**src/rtl/poll_pkg.sv**
```systemverilog
package poll_pkg;
  typedef enum logic [2:0] {
    ST_IDLE  = 3'd0,
    ST_RD_A  = 3'd1,
    ST_RD_B  = 3'd2,
    ST_CHK_A = 3'd3,
    ST_CHK_B = 3'd4,
    ST_RST_W = 3'd5
  } poll_state_e;
endpackage

```
**src/rtl/poll_pair_cmp.sv**
```systemverilog
module poll_pair_cmp (
  input  logic clk_i,
  input  logic rst_ni,
  input  logic capture_i,
  input  logic tog_bit_i,
  input  logic to_bit_i,
  output logic toggled_o,
  output logic timeout_o
);
  logic first_tog_q, first_to_q;

  always_ff @(posedge clk_i or negedge rst_ni) begin
    if (!rst_ni) begin
      first_tog_q <= 1'b0;
      first_to_q  <= 1'b0;
    end else if (capture_i) begin
      first_tog_q <= tog_bit_i;
      first_to_q  <= to_bit_i;
    end
  end

  // compared against the second read of the pair while its ack is present
  assign toggled_o = first_tog_q ^ tog_bit_i;
  assign timeout_o = first_to_q | to_bit_i;
endmodule

```
**src/rtl/poll_pair_limit.sv**
```systemverilog
module poll_pair_limit #(
  parameter int unsigned MAX_PAIRS = 1024
) (
  input  logic clk_i,
  input  logic rst_ni,
  input  logic clr_i,
  input  logic inc_i,
  output logic last_o
);
  localparam int unsigned CNT_W = $clog2(MAX_PAIRS + 1);
  logic [CNT_W-1:0] cnt_q;

  always_ff @(posedge clk_i or negedge rst_ni) begin
    if (!rst_ni)     cnt_q <= '0;
    else if (clr_i)  cnt_q <= '0;
    else if (inc_i)  cnt_q <= cnt_q + 1'b1;
  end

  assign last_o = (cnt_q == CNT_W'(MAX_PAIRS - 1));
endmodule

```
**src/rtl/flash_toggle_poller.sv**
```systemverilog
module flash_toggle_poller #(
  parameter int unsigned ADDR_W      = 20,
  parameter int unsigned DATA_W      = 8,
  parameter int unsigned TOGGLE_BIT  = 6,
  parameter int unsigned TIMEOUT_BIT = 5,
  parameter int unsigned MAX_PAIRS   = 1024,
  parameter logic [ADDR_W-1:0] RESET_ADDR = '0,
  parameter logic [DATA_W-1:0] RESET_CMD  = DATA_W'('hF0)
) (
  input  logic              clk_i,
  input  logic              rst_ni,
  input  logic              start_i,
  input  logic              abort_i,
  input  logic [ADDR_W-1:0] addr_i,
  output logic              rd_req_o,
  output logic [ADDR_W-1:0] rd_addr_o,
  input  logic              rd_ack_i,
  input  logic [DATA_W-1:0] rd_data_i,
  output logic              wr_req_o,
  output logic [ADDR_W-1:0] wr_addr_o,
  output logic [DATA_W-1:0] wr_data_o,
  input  logic              wr_ack_i,
  output logic              busy_o,
  output logic              done_o,
  output logic              fail_o
);
  import poll_pkg::*;

  poll_state_e state_q, state_d;
  logic [ADDR_W-1:0] addr_q;
  logic done_q, fail_q, done_d, fail_d;
  logic rd_fire, wr_fire, capture, toggled, timeout, pair_last, pair_inc;

  assign rd_req_o  = (state_q == ST_RD_A) || (state_q == ST_RD_B) ||
                     (state_q == ST_CHK_A) || (state_q == ST_CHK_B);
  assign wr_req_o  = (state_q == ST_RST_W);
  assign rd_fire   = rd_req_o & rd_ack_i;
  assign wr_fire   = wr_req_o & wr_ack_i;
  assign capture   = rd_fire & ((state_q == ST_RD_A) || (state_q == ST_CHK_A));
  assign pair_inc  = rd_fire & (state_q == ST_RD_B) & toggled & ~timeout
                     & ~abort_i & ~start_i;

  poll_pair_cmp i_cmp (
    .clk_i     (clk_i),
    .rst_ni    (rst_ni),
    .capture_i (capture),
    .tog_bit_i (rd_data_i[TOGGLE_BIT]),
    .to_bit_i  (rd_data_i[TIMEOUT_BIT]),
    .toggled_o (toggled),
    .timeout_o (timeout)
  );

  poll_pair_limit #(.MAX_PAIRS(MAX_PAIRS)) i_limit (
    .clk_i  (clk_i),
    .rst_ni (rst_ni),
    .clr_i  (start_i),
    .inc_i  (pair_inc),
    .last_o (pair_last)
  );

  always_comb begin
    state_d = state_q;
    done_d  = 1'b0;
    fail_d  = 1'b0;
    if (abort_i) begin
      state_d = ST_IDLE;
    end else if (start_i) begin
      state_d = ST_RD_A;
    end else begin
      unique case (state_q)
        ST_RD_A:  if (rd_fire) state_d = ST_RD_B;
        ST_RD_B:
          if (rd_fire) begin
            if (!toggled) begin
              state_d = ST_IDLE;
              done_d  = 1'b1;
            end else if (timeout) begin
              state_d = ST_CHK_A;
            end else if (pair_last) begin
              state_d = ST_RST_W;
            end else begin
              state_d = ST_RD_A;
            end
          end
        ST_CHK_A: if (rd_fire) state_d = ST_CHK_B;
        ST_CHK_B:
          if (rd_fire) begin
            if (!toggled) begin
              state_d = ST_IDLE;
              done_d  = 1'b1;
            end else begin
              state_d = ST_RST_W;
            end
          end
        ST_RST_W:
          if (wr_fire) begin
            state_d = ST_IDLE;
            fail_d  = 1'b1;
          end
        default: state_d = ST_IDLE;
      endcase
    end
  end

  always_ff @(posedge clk_i or negedge rst_ni) begin
    if (!rst_ni) begin
      state_q <= ST_IDLE;
      done_q  <= 1'b0;
      fail_q  <= 1'b0;
      addr_q  <= '0;
    end else begin
      state_q <= state_d;
      done_q  <= done_d;
      fail_q  <= fail_d;
      if (start_i && !abort_i) addr_q <= addr_i;
    end
  end

  assign rd_addr_o = addr_q;
  assign wr_addr_o = RESET_ADDR;
  assign wr_data_o = RESET_CMD;
  assign busy_o    = (state_q != ST_IDLE);
  assign done_o    = done_q;
  assign fail_o    = fail_q;
endmodule

```
**config.mk**
```make
export PLATFORM = sky130hd
export DESIGN_NAME = flash_toggle_poller
export DESIGN_NICKNAME = d
export VERILOG_FILES = /design/src/rtl/poll_pkg.sv /design/src/rtl/poll_pair_cmp.sv /design/src/rtl/poll_pair_limit.sv /design/src/rtl/flash_toggle_poller.sv
export SDC_FILE = /design/constraint.sdc
export NUM_CORES = 1
export LEC_CHECK = 0
export BUFFER_PORTS_ARGS = -buffer_cell sky130_fd_sc_hd__clkbuf_2
export CORE_MARGIN = 2
export CORE_UTILIZATION = 43
export CTS_CLUSTER_DIAMETER = 60
export DETAILED_ROUTE_END_ITERATION = 7
export PLACE_DENSITY_LB_ADDON = 0.2
export SYNTH_ARGS = -nofsm -noshare
export SYNTH_HDL_FRONTEND = slang
export SYNTH_SLANG_ARGS = --single-unit
```
**constraint.sdc**
```tcl
create_clock -name clk_i -period 1.7 [get_ports clk_i]
set_clock_uncertainty 0.05 [all_clocks]
set_input_delay 0.17 -clock clk_i [delete_from_list [all_inputs] [get_ports clk_i]]
set_output_delay 0.17 -clock clk_i [all_outputs]
set_load 0.01 [all_outputs]
```
# Word level (Yosys, flattened, before mapping)
# Cells that the tools add are included.
[word_totals]
in_bits = 34
output_inout_bits = 53
regBits = 38
[classes]
n_eq_ne = 11
reduce_logical = 10
n_addsub = 1
n_mux = 23
bitwise_logic = 13
[ops]
columns = ["operator", "n"]
rows = [
  ["two-way mux 3 bit", 11],
  ["two-way mux 11 bit", 2],
  ["!= test 4 bit, second input constant", 4],
  ["one-hot mux 3 bit (5 select lines)", 1],
  ["adder 11 x 1 -> 11 bit, second input constant", 1],
  ["== test 11 x 10 -> 1 bit, second input constant", 1],
  ["two-way mux 1 bit", 9],
  ["AND 1 bit", 8],
  ["== test 3 x 2 -> 1 bit, second input constant", 2],
  ["== test 3 bit, second input constant", 2],
  ["AND reduction 5 bit", 1],
  ["logical OR 1 bit", 4],
  ["!= test 4 x 3 -> 1 bit, second input constant", 1],
  ["== test 3 x 1 -> 1 bit, second input constant", 1],
  ["NOT 1 bit", 3],
  ["nonzero test 3 bit", 1],
  ["nonzero test 2 bit", 1],
  ["OR reduction 2 bit", 1],
  ["logical AND 1 bit", 1],
  ["zero test 1 bit", 1],
  ["bitwise OR 1 bit", 1],
  ["XOR 1 bit", 1],
]

# Depth between registers and ports, before layout
# Gate-level depths: netlist of the first run.
[depth]
depth_word = 12
mapped_depth = 6

# Cells and area by module
# A second synthesis of the first run with hierarchy kept.
[hier_totals]
hier_cells = 170
hier_area_um2 = 1953.1
[modules_own_cells]
columns = ["module", "seq_area_each_um2", "cells_each", "area_per_inst_um2", "n_inst"]
rows = [
  ["flash_toggle_poller", 625.6, 108, 1310.0, 1],
  ["poll_pair_limit", 275.3, 56, 555.5, 1],
  ["poll_pair_cmp", 50.0, 6, 87.6, 1],
]

# Least setup slack after synthesis of the first run
# Ideal clock, no wire load.
[synth_path]
path_kind = "reg-to-reg"
startpoint = "reg i_cmp.first_to_q"
endpoint = "reg i_limit.cnt_q[4]"
arrival_time_ns = 1.520
path_stages_with_launch = 6
n_path_buf = 1
setup_ns = 0.078
slack_ns = 0.052
cell_sequence = "dfrtp_1 > nor4b_2 > nand4_2 > buf_6 > or4_1 > a21oi_1"
[synth_between]
elab_chain_cells = 6
[synth_rtl]
columns = ["item", "line", "text"]
rows = [
  ["start, declared", "poll_pair_cmp.sv:10", "logic first_tog_q, first_to_q;"],
  ["start signal, assigned", "poll_pair_cmp.sv:18", "first_to_q <= to_bit_i;"],
  ["bitwise OR 1 bit", "poll_pair_cmp.sv:24", "assign timeout_o = first_to_q | to_bit_i;"],
  ["NOT 1 bit", "flash_toggle_poller.sv:40", "assign pair_inc = rd_fire & (state_q == ST_RD_B) & toggled & ~timeout"],
  ["AND 1 bit", "flash_toggle_poller.sv:40", ""],
  ["AND 1 bit (2 in series)", "flash_toggle_poller.sv:41", "& ~abort_i & ~start_i;"],
  ["nonzero test 2 bit (no source line)", "--", ""],
  ["end signal, assigned", "poll_pair_limit.sv:16", "else if (inc_i) cnt_q <= cnt_q + 1'b1;"],
  ["end, declared", "poll_pair_limit.sv:11", "logic [CNT_W-1:0] cnt_q;"],
]
# Every way passes these cells.
# A chain may end at the register's enable or synchronous reset.

# Worst setup path in the final report of the first run
[layout_path]
startpoint = "reg i_cmp.first_to_q"
endpoint = "reg i_limit.cnt_q[10]"
# Same word-level chain as after synthesis.

==> results.toml, run 1 <==
[yosys]
yosysWarnings = 0
syn_inst = 185
ys.flop_type = "dfrtp_1"
avgSynthCellArea_um2 = 10.9
async_flop_share_pct = 100
yosys.area.top_type_share_pct = 47.1
yosys_register_bits = 38
yosysUniqueCellTypes = 39
synth.area.top_cells = "dfrtp_1 (47%), mux2_2 (13%), buf_4 (11%), a21oi_1 (2.0%), nor2_1 (1.9%)"
synth_edf_count = 0
netlist_area_um2 = 2020
yosysSeqAreaShare_pct = 47.1
yosysTopAreaCell = "dfrtp_1"

[cts]
cts_buffer_depth = 2
tritoncts = "yes"
clock_latency_ps = 290
clockRootBuffer = "clkbuf_8"
cts-htree-levels = 2
clk_pin_slew_ps = 70
cts_made_buffers = 5
cts_sinks = 38

[timing]
setup_violations = 2
fin_ws_ps = -53.3
finalHoldViolations = 0
setup_tns_ps = -65.3
max_freq_mhz = 570
rsz0062_at_grt = "true"
final.period_utilization_pct = 103
slew_violations = 0
fin_crit_ps = 1750

[pwr]
internal_power_mw = 1.46
p_comb_share_pct = 19.8
clock_power_share_pct = 29.0
switchingPower_uw = 553
p_leak_nw = 1.28
p_total_mw = 2.01
power_density_nw_per_um2 = 762
swShare_pct = 27.5
irDropWorstVdd_v = 0.000335
power_frac_seq_pct = 51.2

[die]
die_area_um2 = 5250
core_area_um2 = 4440
start_util_pct = 45.4
die_w_um = 72.5
num_rows = 24
io_pins = 87
die_h_um = 72.5

[drt]
drt_pass1_iterations = 4
drc = 0
routedWlPerCell_um = 11.8
num_vias = 1537
avgViaCountPerCell = 4.89
antenna_left = 0
drtIter0Drc = 91
drt_wl_total_mm = 3.70

[status]
violations = "negative setup slack"
status = "complete, but fails checks"

[critical_path]
crit_chain = "nor4b_4 -> nand4_4 -> or4_1 -> a21oi_1"
crit_buf_inv = 0
critPathKind = "reg -> reg"
cp_top_family = "simple AND/OR/NAND/NOR gates"
critPathArrivalTime_ps = 1920
cp_max_fo = 6
crit_required_ps = 1870
crit_slowest_cell = "or4_1"
startpoint_type = "flip-flop"
slowest_delay_ps = 550
crit_path_end_kind = "flip-flop"

[min_path]
min_path_type = "in -> reg"

[final_layout]
drive_gt1_share_pct = 48.9
multiInputGateArea_um2 = 998
antenna_cells = 0
fillers = 377
regArea_um2 = 952
nets = 297
synthToLayoutAreaGrowth_pct = 30.8
final_cell_count_no_fill = 314

[placed_design]
hpwl_mm = 2.71
dp.cells = 299
numPortBuffers = 52
gp_congestion = 0.764
pre_cts_slack_ps = -115

[global_routing]
antenna_found_initial = 0
grt_pass1_wl_mm = 6.04
grtUsageTotal_pct = 15.0
grt_start_max_net_pins = 39
grt_pass1_vias = 1366
grt_overflow = 0

[run]
drv_cap = 0
-- per-layer routing --
| layer | wire, um | track usage (%) |
|---|---|---|
| met1 | 1600 | 18.6 |
| met2 | 1820 | 24.5 |
| met3 | 211 | 3.61 |
| met4 | 72 | 7.41 |
| met5 | 0 | 0 |
-- power groups by stage --
stage / combinational (mW) / sequential (mW) / clock [mW]
3_3_place_gp: 0.373 / 1.04 / 0
2_1_floorplan: 0.213 / 1.08 / 0
5_1_grt: 0.441 / 1.04 / 0.644
6_report: 0.399 / 1.03 / 0.583
3_5_place_dp: 0.375 / 1.05 / 0
4_1_cts: 0.393 / 1.03 / 0.609
-- cell families after synthesis --
kind of cell	Yosys count	share of synthesized area (%)
AOI/OAI and AO/OA	24	7.63
xor gates and xnor gates	3	1.68
adders and majority gates	1	0.620
buffers and inverters	42	13.7
DFF	38	47.1
muxes	25	13.9
other	2	0.372
and+or+nand+nor	50	14.9
-- registers in the layout (all words and copies together), names as in the netlist --
| name | cells |
|---|---|
| rd_addr_o | 20 |
| i_limit.cnt_q | 11 |
| state_q | 3 |
| done_o | 1 |
| fail_o | 1 |
| i_cmp.first_to_q | 1 |
| i_cmp.first_tog_q | 1 |
-- synthesized netlist by cell type (all sizes together) (3+ instances only) --
library cell / count
nor2: 10
nor2b: 6
a21oi: 8
nor3: 3
o31ai: 4
buf: 32
or3: 5
o21ai: 5
mux2: 24
dfrtp: 38
inv: 5
nand3: 3
or4: 3
clkbuf: 5
nand2: 4
nand4: 4
-- layout make-up --
| cell class | instances | area share [%] |
|---|---|---|
| inverter | 5 | 0.711 |
| clock inverter | 2 | 0.379 |
| sequential | 38 | 36.1 |
| multi-input combinational | 131 | 37.8 |
| timing repair buffer | 81 | 19.9 |
| tap | 52 | 2.47 |
| clock buffer | 5 | 2.61 |
-- path summary, 6_finish.rpt --
path | start | to | slack (ps) | cells after the start
max | i_cmp.first_to_q | i_limit.cnt_q[10] | -50 | 4
min | addr_i[3] | rd_addr_o[3] | 50 | 2
max reg2reg | i_cmp.first_to_q | i_limit.cnt_q[10] | -50 | 4
min reg2reg | rd_addr_o[12] | rd_addr_o[12] | 460 | 1
max in group asynchronous | rst_ni | state_q[2] | 850 | 3
min in group asynchronous | rst_ni | i_cmp.first_tog_q | 400 | 3
-- stage by stage --
step	hold WS [ps]	instance area [um^2]	utilization, %
2_1_floorplan	-176	2110	-
6_report	53.0	2640	59.4
4_1_cts	44.1	2500	56.4
5_1_grt	46.5	2640	59.4
3_5_place_dp	204	2340	52.7
3_3_place_gp	202	2340	52.7
-- placed cells by master (no fill, tap or decap), types with 2 or more instances in the layout --
master,n
o31a_1,2
nor2_1,10
or3_4,3
o31ai_1,3
nand4_1,3
clkbuf_8,5
clkbuf_2,51
nand2_1,4
conb_1,28
mux2_4,2
o21ai_0,5
nor3b_1,2
or4_1,3
inv_1,5
nor2b_1,5
or3_1,2
mux2_2,22
a21oi_2,2
buf_6,8
nor4_1,2
nand3_1,3
clkinv_2,2
a21oi_1,6
dfrtp_1,37
nor3_4,2
buf_4,20
-- timing repair --
action	4_1_cts	5_1_grt
cloned	0	0
gates resized for setup	7	22
endpoints found under the setup margin	8	12
hold buffers	1	0
endpoints found under the hold margin	38	0
pin swaps	6	8
setup buffers	5	3
No activity file was read; power rests on OpenSTA's default activity.
==> run 2: changes to the inputs <==
--- a/config.mk
+++ b/config.mk
@@ -6,8 +6,11 @@
 export NUM_CORES = 1
 export LEC_CHECK = 0
 export BUFFER_PORTS_ARGS = -buffer_cell sky130_fd_sc_hd__clkbuf_2
+export CELL_PAD_IN_SITES_DETAIL_PLACEMENT = 0
+export CELL_PAD_IN_SITES_GLOBAL_PLACEMENT = 1
+export CORE_ASPECT_RATIO = 1.25
 export CORE_MARGIN = 2
-export CORE_UTILIZATION = 43
+export CORE_UTILIZATION = 32
 export CTS_CLUSTER_DIAMETER = 60
 export DETAILED_ROUTE_END_ITERATION = 7
 export PLACE_DENSITY_LB_ADDON = 0.2
==> results.toml, run 2 (synthesis results as in run 1) <==
[status]
status = "complete, but fails checks"
violations = "negative setup slack"

[drt]
num_vias = 1517
met3_length_um = 309
routed.top_layer = "met4"
drt_pass1_iterations = 4
drt_wl_total_mm = 4.14
antenna_left = 0
routedWlPerCell_um = 11.8
avgViaCountPerCell = 4.33
wl_met1_mm = 1.78
drtIter0Drc = 29
wl_met2_mm = 1.99
drc = 0

[critical_path]
startpoint_type = "flip-flop"
critPathArrivalTime_ps = 1900
cp_max_fo = 4
crit_path_end_kind = "flip-flop"
critPathKind = "reg -> reg"
reg2reg_to = "i_limit.cnt_q[5]"
ff2ff_path_depth = 5
crit_required_ps = 1870
r2r_setup_slack_ps = -30
r2r_start = "state_q[2]"

[die]
die_h_um = 92.8
io_pins = 87
num_rows = 32
start_util_pct = 32.9
die_w_um = 75.0
die_area_um2 = 6960
core_area_um2 = 6130

[run]
drv_cap = 0

[cts]
cts-htree-levels = 2
cts_buffer_depth = 2
cts_sinks = 38
tritoncts = "yes"
clk_pin_slew_ps = 70
cts_made_buffers = 5
clock_latency_ps = 290
clockRootBuffer = "clkbuf_8"

[global_routing]
grt_pass1_vias = 1337
grt_start_max_net_pins = 21
grt_overflow = 0
grt_pass1_wl_mm = 6.38
antenna_found_initial = 0
grtUsageTotal_pct = 12.1

[placed_design]
numPortBuffers = 52
pre_cts_slack_ps = -72.7
post_dp_cell_area_um2 = 2400
dp.cells = 334
gp_congestion = 0.718
hpwl_mm = 3.03

[final_layout]
layout_commonest_cell = "clkbuf_2"
synthToLayoutAreaGrowth_pct = 30.4
final_cell_mix = "clkbuf_2 (52), dfrtp_1 (37), conb_1 (28), buf_4 (27), mux2_2 (24)"
drive_gt1_share_pct = 49.4
final_cell_count_no_fill = 350
antenna_cells = 0
largest_register_ffs = 20
fin_util_pct = 42.9
nets = 300
final_cell_area_um2 = 2630

[pwr]
p_comb_share_pct = 20.4
p_leak_nw = 1.25
switchingPower_uw = 560
power_frac_seq_pct = 50.7
swShare_pct = 27.6
irDropWorstVdd_v = 0.000250
power_density_nw_per_um2 = 771
clock_power_share_pct = 28.9
internal_power_mw = 1.47

[timing]
fin_ws_ps = -28.7
fin_crit_ps = 1730
finalHoldViolations = 0
setup_violations = 4
slew_violations = 0
final.period_utilization_pct = 102
max_freq_mhz = 578
rsz0062_at_grt = "true"
holdWs_ps = 60.0

[min_path]
hold_depth = 2
min_path_type = "in -> reg"
holdPathEnd = "rd_addr_o[8]"
hold_start = "addr_i[8]"
==> run 2: cell count changes in the layout (fill, tap and decap cells not counted), sizes merged <==
cell,previous run,this run
buf,29,31
clkbuf,56,57
==> run 2: metal layers <==
layer / vias up / GRT usage [%]
li1: 745 / -
met5: - / 0
met2: 63 / 18.4
met3: 6 / 3.37
met4: 0 / 5.21
met1: 703 / 15.7
==> run 2: power groups by stage <==
stage	clock network, mW	logic [mW]	registers, mW
final	0.586	0.413	1.03
after global routing	0.643	0.459	1.04
after CTS	0.621	0.405	1.03
after detailed placement	0	0.391	1.05
after global placement	0	0.390	1.04
after floorplan	0	0.213	1.08
==> run 2: area by class of cell <==
class | instances | area (um^2)
clock buffers | 5 | 68.8
clock inverters | 2 | 10.0
fillers | 629 | 3500
inverters | 5 | 18.8
multi-input cells | 131 | 956
flip-flops and latches | 38 | 952
well taps | 85 | 106
repair buffers | 84 | 518
==> run 2: worst max path at each step <==
stage	start	to	slack, ps	cells past startpoint
floorplan	i_cmp.first_to_q	i_limit.cnt_q[4]	50	5
global placement	i_limit.cnt_q[0]	i_limit.cnt_q[10]	-40	6
detailed placement	i_limit.cnt_q[0]	i_limit.cnt_q[10]	-70	6
CTS	i_cmp.first_to_q	i_limit.cnt_q[10]	-30	4
global route	state_q[2]	i_limit.cnt_q[3]	-140	5
finish	state_q[2]	i_limit.cnt_q[5]	-30	5
==> run 2: repair_timing <==
action / in CTS / in global routing
setup endpoints to repair: 6 / 11
gates resized for setup: 10 / 9
hold buffers: 1 / 0
setup buffers: 3 / 5
hold endpoints to repair: 14 / 0
pin swaps: 6 / 3
==> run 2: metrics by stage <==
step	TNS [ps]	power, mW
2_1_floorplan	0	1.29
3_3_place_gp	-95.9	1.43
3_5_place_dp	-128	1.44
4_1_cts	-48.8	2.06
5_1_grt	-850	2.14
6_report	-67.3	2.03
==> run 2: critical path, cell delays in order (launching register included) <==
cell and delay, ps:
dfrtp_2 460, nor4bb_4 260, nand4_1 230, buf_4 220
or3_4 320, a21oi_2 130
